[src/rtl/atr_gpio_pkg.sv]
package atr_gpio_pkg;

    // eight registers per write port, on even word offsets
    localparam int REG_COUNT = 8;
    localparam int OFS_W     = $clog2(REG_COUNT) + 1;

    // configuration register indices (offset / 2); bank 0 = receive, 1 = transmit
    localparam int CFG_VAL = 0;
    localparam int CFG_DIR = 2;
    localparam int CFG_SEL = 4;
    localparam int CFG_DBG = 6;

    typedef enum logic [1:0] {
        RS_IDLE   = 2'd0,
        RS_SEND   = 2'd1,
        RS_LISTEN = 2'd2,
        RS_DUPLEX = 2'd3
    } radio_state_e;

    // {debug bit, select bit}
    typedef enum logic [1:0] {
        SRC_SW    = 2'b00,
        SRC_TABLE = 2'b01,
        SRC_BUS0  = 2'b10,
        SRC_BUS1  = 2'b11
    } pin_src_e;

    function automatic radio_state_e decode_state(input logic tx, input logic rx);
        return radio_state_e'({rx, tx});
    endfunction

endpackage

[src/rtl/atr_gpio_regbank.sv]
module atr_gpio_regbank
    import atr_gpio_pkg::*;
#(
    parameter int W = 16
) (
    input  logic                          clk,
    input  logic                          rst_n,
    input  logic                          we,
    input  logic [OFS_W-1:0]              addr,
    input  logic [W-1:0]                  wdata,
    output logic [REG_COUNT-1:0][W-1:0]   regs
);
    localparam int IDX_W = OFS_W - 1;

    typedef struct packed {
        logic [REG_COUNT-1:0][W-1:0] r;
    } bank_t;

    bank_t            st_d, st_q;
    logic [IDX_W-1:0] idx;
    logic             hit;

    always_comb begin
        st_d = st_q;
        idx  = addr[OFS_W-1:1];
        hit  = we && !addr[0];      // odd offsets are unmapped
        if (hit) begin
            st_d.r[idx] = wdata;
        end
    end

    always_ff @(posedge clk) begin
        if (!rst_n) begin
            st_q <= '0;
        end else begin
            st_q <= st_d;
        end
    end

    assign regs = st_q.r;

endmodule

[src/rtl/atr_gpio_tablesel.sv]
module atr_gpio_tablesel
    import atr_gpio_pkg::*;
#(
    parameter int W = 16
) (
    input  logic [REG_COUNT-1:0][W-1:0] table_regs,
    input  logic                        tx_active,
    input  logic                        rx_active,
    output logic [W-1:0]                rx_word,
    output logic [W-1:0]                tx_word
);
    radio_state_e state;

    always_comb begin
        state   = decode_state(tx_active, rx_active);
        rx_word = table_regs[{state, 1'b0}];
        tx_word = table_regs[{state, 1'b1}];
    end

endmodule

[src/rtl/atr_gpio_pinmux.sv]
module atr_gpio_pinmux
    import atr_gpio_pkg::*;
#(
    parameter int W = 16
) (
    input  logic [W-1:0] sw_val,
    input  logic [W-1:0] table_val,
    input  logic [W-1:0] bus0,
    input  logic [W-1:0] bus1,
    input  logic [W-1:0] dir,
    input  logic [W-1:0] sel,
    input  logic [W-1:0] dbg_mode,
    output logic [W-1:0] drive
);
    for (genvar p = 0; p < W; p++) begin : g_pin
        pin_src_e src;
        logic     pick;

        always_comb begin
            src = pin_src_e'({dbg_mode[p], sel[p]});
            unique case (src)
                SRC_SW:    pick = sw_val[p];
                SRC_TABLE: pick = table_val[p];
                SRC_BUS0:  pick = bus0[p];
                SRC_BUS1:  pick = bus1[p];
                default:   pick = 1'b0;
            endcase
        end

        assign drive[p] = pick & dir[p];
    end

endmodule

[src/rtl/atr_gpio_ctrl.sv]
module atr_gpio_ctrl
    import atr_gpio_pkg::*;
#(
    parameter int PIN_W = 16
) (
    input  logic               clk,
    input  logic               rst_n,
    input  logic               gpio_we,
    input  logic [OFS_W-1:0]   gpio_addr,
    input  logic [PIN_W-1:0]   gpio_wdata,
    input  logic               atr_we,
    input  logic [OFS_W-1:0]   atr_addr,
    input  logic [PIN_W-1:0]   atr_wdata,
    input  logic               tx_active,
    input  logic               rx_active,
    input  logic [PIN_W-1:0]   rx_dbg0,
    input  logic [PIN_W-1:0]   rx_dbg1,
    input  logic [PIN_W-1:0]   tx_dbg0,
    input  logic [PIN_W-1:0]   tx_dbg1,
    output logic [PIN_W-1:0]   rx_pin_out,
    output logic [PIN_W-1:0]   rx_pin_oe,
    output logic [PIN_W-1:0]   tx_pin_out,
    output logic [PIN_W-1:0]   tx_pin_oe
);
    localparam int BANKS = 2;

    typedef struct packed {
        logic [BANKS-1:0][PIN_W-1:0] val;
        logic [BANKS-1:0][PIN_W-1:0] oe;
    } pins_t;

    logic [REG_COUNT-1:0][PIN_W-1:0] cfg_regs;
    logic [REG_COUNT-1:0][PIN_W-1:0] tbl_regs;
    logic [BANKS-1:0][PIN_W-1:0]     tbl_word;
    logic [BANKS-1:0][PIN_W-1:0]     bus0;
    logic [BANKS-1:0][PIN_W-1:0]     bus1;
    logic [BANKS-1:0][PIN_W-1:0]     drive;

    pins_t pins_d, pins_q;

    atr_gpio_regbank #(.W(PIN_W)) u_cfg (
        .clk   (clk),
        .rst_n (rst_n),
        .we    (gpio_we),
        .addr  (gpio_addr),
        .wdata (gpio_wdata),
        .regs  (cfg_regs)
    );

    atr_gpio_regbank #(.W(PIN_W)) u_tbl (
        .clk   (clk),
        .rst_n (rst_n),
        .we    (atr_we),
        .addr  (atr_addr),
        .wdata (atr_wdata),
        .regs  (tbl_regs)
    );

    atr_gpio_tablesel #(.W(PIN_W)) u_sel (
        .table_regs (tbl_regs),
        .tx_active  (tx_active),
        .rx_active  (rx_active),
        .rx_word    (tbl_word[0]),
        .tx_word    (tbl_word[1])
    );

    assign bus0 = {tx_dbg0, rx_dbg0};
    assign bus1 = {tx_dbg1, rx_dbg1};

    for (genvar b = 0; b < BANKS; b++) begin : g_bank
        atr_gpio_pinmux #(.W(PIN_W)) u_mux (
            .sw_val    (cfg_regs[CFG_VAL + b]),
            .table_val (tbl_word[b]),
            .bus0      (bus0[b]),
            .bus1      (bus1[b]),
            .dir       (cfg_regs[CFG_DIR + b]),
            .sel       (cfg_regs[CFG_SEL + b]),
            .dbg_mode  (cfg_regs[CFG_DBG + b]),
            .drive     (drive[b])
        );
    end

    always_comb begin
        pins_d     = pins_q;
        pins_d.val = drive;
        pins_d.oe  = {cfg_regs[CFG_DIR + 1], cfg_regs[CFG_DIR]};
    end

    always_ff @(posedge clk) begin
        if (!rst_n) begin
            pins_q <= '0;
        end else begin
            pins_q <= pins_d;
        end
    end

    assign rx_pin_out = pins_q.val[0];
    assign tx_pin_out = pins_q.val[1];
    assign rx_pin_oe  = pins_q.oe[0];
    assign tx_pin_oe  = pins_q.oe[1];

endmodule

[config.mk]
export PLATFORM = sky130hd
export DESIGN_NAME = atr_gpio_ctrl
export DESIGN_NICKNAME = d
export VERILOG_FILES = /design/src/rtl/atr_gpio_pkg.sv /design/src/rtl/atr_gpio_regbank.sv /design/src/rtl/atr_gpio_tablesel.sv /design/src/rtl/atr_gpio_pinmux.sv /design/src/rtl/atr_gpio_ctrl.sv
export SDC_FILE = /design/constraint.sdc
export NUM_CORES = 1
export LEC_CHECK = 0
export BUFFER_PORTS_ARGS = -buffer_cell sky130_fd_sc_hd__buf_2
export CAP_MARGIN = 20
export CORE_ASPECT_RATIO = 2
export CORE_MARGIN = 10
export CORE_UTILIZATION = 30
export CTS_CLUSTER_DIAMETER = 80
export CTS_CLUSTER_SIZE = 40
export DETAILED_ROUTE_END_ITERATION = 10
export HOLD_SLACK_MARGIN = 0.12
export PLACE_DENSITY = 0.53
export SLEW_MARGIN = 20
export SYNTH_ARGS = -nofsm -noshare
export SYNTH_HDL_FRONTEND = slang
export SYNTH_HIERARCHICAL = 1
export SYNTH_SLANG_ARGS = --single-unit
[constraint.sdc]
create_clock -name clk -period 2.8 [get_ports clk]
set_input_delay 0.56 -clock clk [delete_from_list [all_inputs] [get_ports clk]]
set_output_delay 0.56 -clock clk [all_outputs]
set_load 0.005 [all_outputs]
==> results of run 1 <==
critical path: cells and delay by family:
kind,cells,cell delay (ps)
AND/OR/NAND/NOR,2,330
buffers and inverters,2,390
multiplexers,2,990
worst max-delay path by stage:
stage	endpoint	slack [ps]	cells after the start
2_1_floorplan	rx_pin_out[0]$_SDFF_PN0_	630	6
3_3_place_gp	rx_pin_out[8]$_SDFF_PN0_	400	6
3_5_place_dp	rx_pin_out[8]$_SDFF_PN0_	370	6
4_1_cts	rx_pin_out[8]$_SDFF_PN0_	930	6
5_1_grt	tx_pin_out[15]$_SDFF_PN0_	890	6
6_report	tx_pin_out[2]$_SDFF_PN0_	930	6
cell usage after synthesis (all sizes together):
library cell    n
or3             4
nor4            2
mux4           64
clkbuf         32
buf            35
nand3           2
nand2         292
nor3            2
and2           96
nor3b           2
dfxtp         320
nand2b          2
nor2            6
mux2i         256
nand3b          4
layer usage:
| layer | wire length [um] | global-route usage [%] | vias up | part of all wire, % |
|---|---|---|---|---|
| met5 | 83 | 0 | - | 0.21 |
| met4 | 938 | 4.49 | 12 | 2.4 |
| met3 | 1930 | 2.35 | 43 | 4.9 |
| met2 | 20000 | 25.9 | 239 | 50 |
| met1 | 16800 | 17.9 | 4075 | 42 |
| li1 | - | - | 4077 | - |
stage by stage:
step / power, mW / setup slack, ps / hold WS, ps / instances
after CTS: 7.37 / 930 / 452 / 1806
after detailed placement: 5.27 / 372 / 444 / 1795
final: 7.25 / 934 / 464 / 1808
after global placement: 5.26 / 399 / 439 / 1795
after global routing: 7.51 / 887 / 483 / 1808
after floorplan: 5.01 / 625 / 430 / 1119
sequential cells by signal (all words and copies together), names as in the netlist:
signal and cells:
rx_pin_oe 16, rx_pin_out 16, tx_pin_oe 16, tx_pin_out 16, u_cfg/regs 128, u_tbl/regs 128
report_power, final:
part / total (mW) / internal (mW) / switching (mW)
combinational: 0.525 / 0.191 / 0.334
clock: 2.10 / 0.721 / 1.37
sequential: 4.63 / 4.61 / 0.0291
total: 7.25 / 5.52 / 1.74
layout make-up:
| cell class | count | share of cell area (%) |
|---|---|---|
| Antenna cell | 2 | 0.0345 |
| Sequential cell | 320 | 44.2 |
| Multi-Input combinational cell | 732 | 41.3 |
| Tap cell | 545 | 4.70 |
| Clock buffer | 11 | 1.90 |
| Timing Repair Buffer | 198 | 7.86 |
logic make-up after synthesis:
| group | count (synthesis) | share of synthesized area [%] |
|---|---|---|
| buf+inv | 67 | 3.20 |
| flops | 320 | 50.1 |
| mux | 320 | 31.3 |
| simple gates | 412 | 15.4 |
==> impl_metrics.yaml, run 1 <==
clocking:
  cts.path.max_buffers: 3
  clk_latency_ps: 510
  htreeDepth: 1
  cts.sinks: 320
  ctsResizeCount: 0
  cts_buffers: 11
  cts_tree: "done"
  holdBufCountCts: 0
  cts.clk_slew.worst_paths_ps: 140
  cts-root-buf: "clkbuf_16"
  postCtsSetupBuffers: 0
die:
  core_sq_um: 42400
  io_pins: 174
  fp.dieH_um: 312
  initial_core_util_pct: 30.2
  die_w_um: 166
  fp-row-count: 107
  dieArea_sq_um: 51800
worst_setup_path:
  reg2regPathDepth: 4
  critPathArrivalTime_ps: 2290
  slowest_stage: "mux4_2"
  reg2reg_slack_ps: 1100
  cp-end-kind: "flop"
  cp_common_cell: "mux4_2"
  reg2reg_from: "u_tbl/regs[116]$_SDFFE_PN0P_"
  crit_type: "in -> reg"
  crit_fanout: 17
  cpPeakStageDelay_ps: 540
  cp-start-kind: "input pin"
  r2r_end: "tx_pin_out[4]$_SDFF_PN0_"
  required_ps: 3220
  path_cells: "buf_2, buf_12, mux4_2, mux4_2, and2_1, and2_2"
  startpoint: "tx_active"
global_route:
  antenna_found_initial: 8
  grt_max_degree: 117
  grt_first_pass_wirelength_um: 59000
  overflow: 0
  grt_usage_pct: 14.7
  grt_pass1_vias: 8912
synth:
  ys.warnings.count: 6
  syn_nets: 1229
  mappedNetlistArea_sq_um: 12800
  synth_seq_area_share_pct: 50.1
  synth_area_leaders: "dfxtp_1 50%, mux2i_1 20%, mux4_2 11%, nand2_1 8.6%, and2_2 3.8%"
  yosysUniqueCellTypes: 23
  synth.top_cell.area_share_pct: 50.1
  syn_avg_cell_area_sq_um: 11.4
  synth_largest_area_cell: "dfxtp_1"
  netlist_instances: 1119
  synth_seq_cells: 320
sta:
  clock_skew_ps: 14.8
  fin_setup_tns_ps: 0
  setup_viol: 0
  relSlewSlack_pct: 36.5
  period_share_pct: 66.7
  rsz0062_at_grt: "no"
  worstMarginPinSlew_ps: 953
  fmax_ghz: 0.536
  finalHoldViolCount: 0
  fin_crit_ps: 1870
  slew_viol_final: 0
finish:
  fillers: 4269
  final_cell_mix: "320 x dfxtp_1, 292 x nand2_1, 256 x mux2i_1"
  multi_input_area_sq_um: 5990
  syn_to_final_growth_pct: 13.3
  final_common_cell: "dfxtp_1"
  drive_gt1_share_pct: 27.4
  utilization_pct: 34.2
  nets: 1373
  seq_area_sq_um: 6410
  final_cell_area_sq_um: 14500
routing:
  wl_per_cell_um: 22.0
  detailedRoute.firstPassIterationCount: 5
  post_drt_via_cell_ratio: 4.67
  via_count: 8446
  drtIter0Drc: 483
  drtAntennaViolNets: 0
  drc: 0
  routed_wl_um: 39700
power:
  leakagePower_nw: 6.23
  powerDensity_nw_per_um2: 501
  ir_drop_mv: 0.361
placement:
  port_buffers: 173
  dpl_cell_area_sq_um: 14200
  hpwl_um: 28500
  gp_congestion: 0.795
run:
  drv_cap: 0
status:
  outcome: "complete, no violations"
worst_hold_path:
  hp-class: "reg -> reg"
  hold-path-cell-count: 2
  worstHoldStart: "u_tbl/regs[87]$_SDFFE_PN0P_"
  worst_hold_path.endpoint: "u_tbl/regs[87]$_SDFFE_PN0P_"
Power figures use the tool's default switching activity.
==> inputs of run 2 (changes only) <==
--- a/config.mk
+++ b/config.mk
@@ -14,7 +14,7 @@
 export CTS_CLUSTER_SIZE = 40
 export DETAILED_ROUTE_END_ITERATION = 10
 export HOLD_SLACK_MARGIN = 0.12
-export PLACE_DENSITY = 0.53
+export PLACE_DENSITY = 0.55
 export SLEW_MARGIN = 20
 export SYNTH_ARGS = -nofsm -noshare
 export SYNTH_HDL_FRONTEND = slang
==> constraint.sdc (replaced) <==
create_clock -name clk -period 1.63 [get_ports clk]
set_input_delay 0.326 -clock clk [delete_from_list [all_inputs] [get_ports clk]]
set_output_delay 0.326 -clock clk [all_outputs]
set_load 0.005 [all_outputs]
==> run 2 against run 1 <==
- the flow now finishes with violations (negative setup slack)
- largest cell class unchanged
- global-route usage shrank 0.21 points
- register-to-register slack got worse by 1100 ps
- total power up 72%
- first-iteration DRC count decreased by 14%
- setup slack worse by 970 ps
- sequential power grew 72%
- count of clock-buffer cells in the layout did not move
- critical endpoint is now tx_pin_out[10]$_SDFF_PN0_
- via count up 1.2%
==> impl_metrics.yaml, run 2 (same netlist as run 1, synthesis figures left out) <==
placement:
  dpl_cell_area_sq_um: 14600
  gp_congestion: 0.804
  placed_cells: 1814
  port_buffers: 173
  hpwl_um: 28800
power:
  leakagePower_nw: 6.48
  power.share.clock_pct: 28.6
  internal_power_mw: 9.53
  comb_power_share_pct: 7.7
  sw_frac_of_total_pct: 23.7
  powerDensity_nw_per_um2: 831
  p_total_mw: 12.5
  p_sw_mw: 2.96
  ir_drop_mv: 0.575
  seqPwrFrac_pct: 63.7
global_route:
  grt_usage_pct: 14.5
  grt_use_met1_pct: 17.2
  overflow: 0
  antenna_found_initial: 10
  met3_usage_pct: 2.77
  grt_first_pass_wirelength_um: 58100
  grt-busiest-layer: "met2"
  grt_max_degree: 78
  grt_pass1_vias: 8877
  use_met2_pct: 25.7
worst_setup_path:
  cp-end-kind: "flop"
  reg2reg_slack_ps: -30
  critPathArrivalTime_ps: 2090
  required_ps: 2060
  crit_fanout: 2
  crit_type: "reg -> reg"
  cp-start-kind: "flop"
sta:
  clock_skew_ps: 12.1
  fmax_ghz: 0.601
  setup_viol: 4
  worstMarginPinSlew_ps: 557
  slew_viol_final: 0
  fin_ws_ps: -33.2
  relSlewSlack_pct: 62.8
  period_share_pct: 102
  fin_crit_ps: 1660
  finalHoldViolCount: 0
  rsz0062_at_grt: "yes"
status:
  outcome: "finished, violations left"
  violations: "negative setup slack"
run:
  drv_cap: 0
finish:
  final_cells: 1832
  final_common_cell: "nand2_1"
  nets: 1396
  utilization_pct: 35.4
  final_cell_area_sq_um: 15000
  drive_gt1_share_pct: 33.9
  syn_to_final_growth_pct: 17.4
  final_cell_mix: "292 x nand2_1, 280 x dfxtp_1, 256 x mux2i_1"
  fillers: 4189
clocking:
  cts.clk_slew.worst_paths_ps: 150
  cts.path.max_buffers: 3
  cts.sinks: 320
  htreeDepth: 1
  cts_buffers: 11
  cts-root-buf: "clkbuf_16"
  clk_latency_ps: 510
  cts_tree: "done"
die:
  fp.dieH_um: 312
  die_w_um: 166
  fp-row-count: 107
  io_pins: 174
  core_sq_um: 42400
  initial_core_util_pct: 30.2
  dieArea_sq_um: 51800
routing:
  routed_wl_um: 39200
  drc: 0
  post_drt_via_cell_ratio: 4.66
  wl_per_cell_um: 21.4
  via_count: 8545
  drtIter0Drc: 413
  drtAntennaViolNets: 0
  detailedRoute.firstPassIterationCount: 4
worst_hold_path:
  hp-class: "in -> reg"
## run 2: cell count changes in the layout (fill, tap and decap cells not counted), sizes merged
| cell | previous run | this run |
|---|---|---|
| buf | 198 | 221 |
| diode | 2 | 3 |
## run 2: worst max-delay path, cell delays in order, from the launching register on
cell,delay [ps]
dfxtp_2,340
mux4_2,480
mux4_2,480
and2_4,150
and2_4,140
## run 2: power groups by stage
stage,combinational [mW],sequential [mW],clock (mW)
finish,0.962,7.96,3.57
detailed placement,0.973,8.13,0
global route,1.03,7.98,3.91
CTS,0.976,7.96,3.73
global placement,0.963,8.13,0
floorplan,0.490,8.11,0
## run 2: metal layers
layer | share of wire [%] | wire (um)
met5 | 0.19 | 76
met4 | 2.7 | 1040
met2 | 50 | 19700
met3 | 5.2 | 2050
met1 | 42 | 16300
## run 2: timing repair
action,4_1_cts,5_1_grt
pin swaps,2,0
gates resized for setup,8,61
setup endpoints to repair,6,31
hold buffers,0,0
buffers inserted,0,4
## run 2: area by class of cell
class	count	area (sq um)	area share, %
well taps	545	682	4.54
repair buffers	221	1520	10.1
flip-flops and latches	320	6460	43.0
diodes	3	7.51	0.0500
clock buffers	11	275	1.83
multi-input cells	732	6080	40.5
## run 2: path summary, 6_finish.rpt
| kind | startpoint | cells after the start | endpoint |
|---|---|---|---|
| max | u_tbl/regs[122]$_SDFFE_PN0P_ | 4 | tx_pin_out[10]$_SDFF_PN0_ |
| min | rst_n | 3 | u_cfg/regs[47]$_SDFFE_PN0P_ |
| max reg2reg | u_tbl/regs[122]$_SDFFE_PN0P_ | 4 | tx_pin_out[10]$_SDFF_PN0_ |
| min reg2reg | u_tbl/regs[93]$_SDFFE_PN0P_ | 2 | u_tbl/regs[93]$_SDFFE_PN0P_ |
## run 2: through the flow
step / worst slack, ps / hold WS [ps] / setup TNS, ps
3_5_place_dp: -537 / 444 / -15070
3_3_place_gp: -498 / 440 / -14510
2_1_floorplan: -237 / 430 / -7480
6_report: -33.2 / 225 / -46.2
4_1_cts: -18.6 / 201 / -37.9
5_1_grt: -67.6 / 242 / -772
==> inputs of run 3 (changes only) <==
--- a/config.mk
+++ b/config.mk
@@ -5,6 +5,7 @@
 export SDC_FILE = /design/constraint.sdc
 export NUM_CORES = 1
 export LEC_CHECK = 0
+export ABC_AREA = 1
 export BUFFER_PORTS_ARGS = -buffer_cell sky130_fd_sc_hd__buf_2
 export CAP_MARGIN = 20
 export CORE_ASPECT_RATIO = 2
@@ -14,8 +15,7 @@
 export CTS_CLUSTER_SIZE = 40
 export DETAILED_ROUTE_END_ITERATION = 10
 export HOLD_SLACK_MARGIN = 0.12
-export PLACE_DENSITY = 0.55
-export SLEW_MARGIN = 20
+export PLACE_DENSITY = 0.54
 export SYNTH_ARGS = -nofsm -noshare
 export SYNTH_HDL_FRONTEND = slang
 export SYNTH_HIERARCHICAL = 1
==> run 3 against run 2 <==
- the run now ends clean
- critical endpoint is now tx_pin_out[2]
- sequential power increased by 1%
- clock skew increased by 15 ps
- combinational power increased by 68%
- area after synthesis increased by 18%
- maximum frequency increased by 19%
- core utilization decreased by 0.78 points
==> impl_metrics.yaml, run 3 <==
status:
  outcome: "complete, no violations"
global_route:
  grt_max_degree: 86
  grt_pass1_vias: 13193
  grt_usage_pct: 15.4
  antenna_found_initial: 4
  overflow: 0
  grt_first_pass_wirelength_um: 73500
sta:
  finalHoldViolCount: 0
  fin_crit_ps: 1400
  fin_ws_ps: 231
  relSlewSlack_pct: 65.6
  rsz0062_at_grt: "no"
  setup_viol: 0
  fin_setup_tns_ps: 0
  fmax_ghz: 0.715
  worstMarginPinSlew_ps: 515
  slew_viol_final: 0
  clock_skew_ps: 26.7
  period_share_pct: 85.8
finish:
  drive_gt1_share_pct: 11.8
  syn_to_final_growth_pct: 14.6
  final_cell_mix: "778 x nand2_1, 576 x nor2_1, 333 x inv_1"
  final_common_cell: "nand2_1"
  nets: 2637
worst_setup_path:
  crit_fanout: 1
  required_ps: 1300
  path_cells: "buf_2"
  cp-end-kind: "primary output"
  cpPeakStageDelay_ps: 400
  critPathArrivalTime_ps: 1070
  cp-start-kind: "flop"
  crit_type: "reg -> out"
  reg2reg_from: "u_tbl/regs[109]$_SDFFE_PN0P_"
  crit_family: "flip-flops"
  slowest_stage: "dfxtp_1"
  worst-path-buf-inv: 1
  startpoint: "tx_pin_out[2]$_SDFF_PN0_"
synth:
  yosysUniqueCellTypes: 14
  ys.flop_type: "dfxtp_1"
  synth.top_cell.area_share_pct: 42.6
  syn_avg_cell_area_sq_um: 6.28
  synth_largest_area_cell: "dfxtp_1"
  ys.warnings.count: 6
  netlist_instances: 2397
  synth_seq_cells: 320
  synth_area_leaders: "dfxtp_1 43%, nand2_1 19%, nor2_1 14%, inv_1 8.3%, nand3_1 7.5%"
  syn_nets: 2507
  mappedNetlistArea_sq_um: 15000
  synth_seq_area_share_pct: 42.6
  synth_edf_count: 0
  synth.most_common_cell: "nand2_1"
  async_flop_share_pct: 0
  synth_commonest_cells: "778 x nand2_1, 576 x nor2_1, 333 x inv_1"
die:
  initial_core_util_pct: 30.2
  fp-row-count: 116
  io_pins: 174
  dieArea_sq_um: 60000
  die_w_um: 178
  core_sq_um: 49800
  fp.dieH_um: 337
placement:
  port_buffers: 173
  hpwl_um: 34300
  dp_worst_setup_slack_ps: 69.6
  gp_congestion: 0.817
clocking:
  cts.path.max_buffers: 3
  htreeDepth: 1
  holdBufCountCts: 1
  postCtsSetupBuffers: 0
  ctsResizeCount: 0
  cts_buffers: 12
  cts.clk_slew.worst_paths_ps: 140
  cts_tree: "done"
  cts-root-buf: "clkbuf_16"
  cts.sinks: 320
  clk_latency_ps: 540
routing:
  detailedRoute.firstPassIterationCount: 6
  routed_wl_um: 47200
  wl_per_cell_um: 14.8
  via_count: 13848
  drtAntennaViolNets: 0
  drc: 0
  drtIter0Drc: 850
  post_drt_via_cell_ratio: 4.35
worst_hold_path:
  hp-class: "in -> reg"
  worstHoldStart: "tx_dbg1[5]"
power:
  leakagePower_nw: 8.24
  ir_drop_mv: 0.603
  powerDensity_nw_per_um2: 810
run:
  drv_cap: 0
run 3: cell types whose count changed after synthesis, moves of 64 or more:
cell	change
nor2_1	+574
nand2_1	+486
inv_1	+333
mux2i_1	-256
nand3_1	+222
and2_2	-64
run 3: cell type report:
| type | instances | area, sq um |
|---|---|---|
| fillers | 5461 | 32500 |
| clock buffers | 13 | 325 |
| multi-input cells | 1634 | 6680 |
| repair buffers | 223 | 1680 |
| diodes | 1 | 2.50 |
| well taps | 649 | 812 |
| inverters | 336 | 1260 |
| clock inverters | 4 | 70.1 |
| flip-flops and latches | 320 | 6410 |
run 3: through the flow:
stage	hold slack [ps]	util [%]	power [mW]	area (sq um)	instances
final	195	34.6	14.0	17200	3180
after global routing	215	34.6	14.6	17200	3179
after CTS	166	34.6	14.2	17200	3179
after detailed placement	446	33.8	9.87	16800	3161
after global placement	444	33.8	9.86	16800	3161
after floorplan	428	-	9.22	15000	2397
run 3: worst paths after layout:
check / end / slack (ps) / depth (start not counted)
max: tx_pin_out[2] / 230 / 1
min: tx_pin_out[5]$_SDFF_PN0_ / 200 / 7
max reg2reg: rx_pin_out[13]$_SDFF_PN0_ / 450 / 10
min reg2reg: tx_pin_oe[15]$_SDFF_PN0_ / 470 / 2
run 3: cells by family after synthesis:
group	share of synthesized area, %
DFF	42.6
and+or+nand+nor	44.4
buffers and inverters	13.0
run 3: routing by layer:
layer | vias up | GRT usage, % | wire (um)
met5 | - | 0 | 25
met4 | 6 | 7.08 | 2030
met3 | 53 | 2.30 | 2690
met2 | 364 | 27.6 | 23700
met1 | 6167 | 17.5 | 18700
li1 | 7258 | - | -
run 3: power breakdown:
| group | internal, mW | switching (mW) | total [mW] |
|---|---|---|---|
| logic | 0.562 | 1.05 | 1.62 |
| clock network | 1.68 | 2.61 | 4.29 |
| registers | 7.97 | 0.0977 | 8.07 |
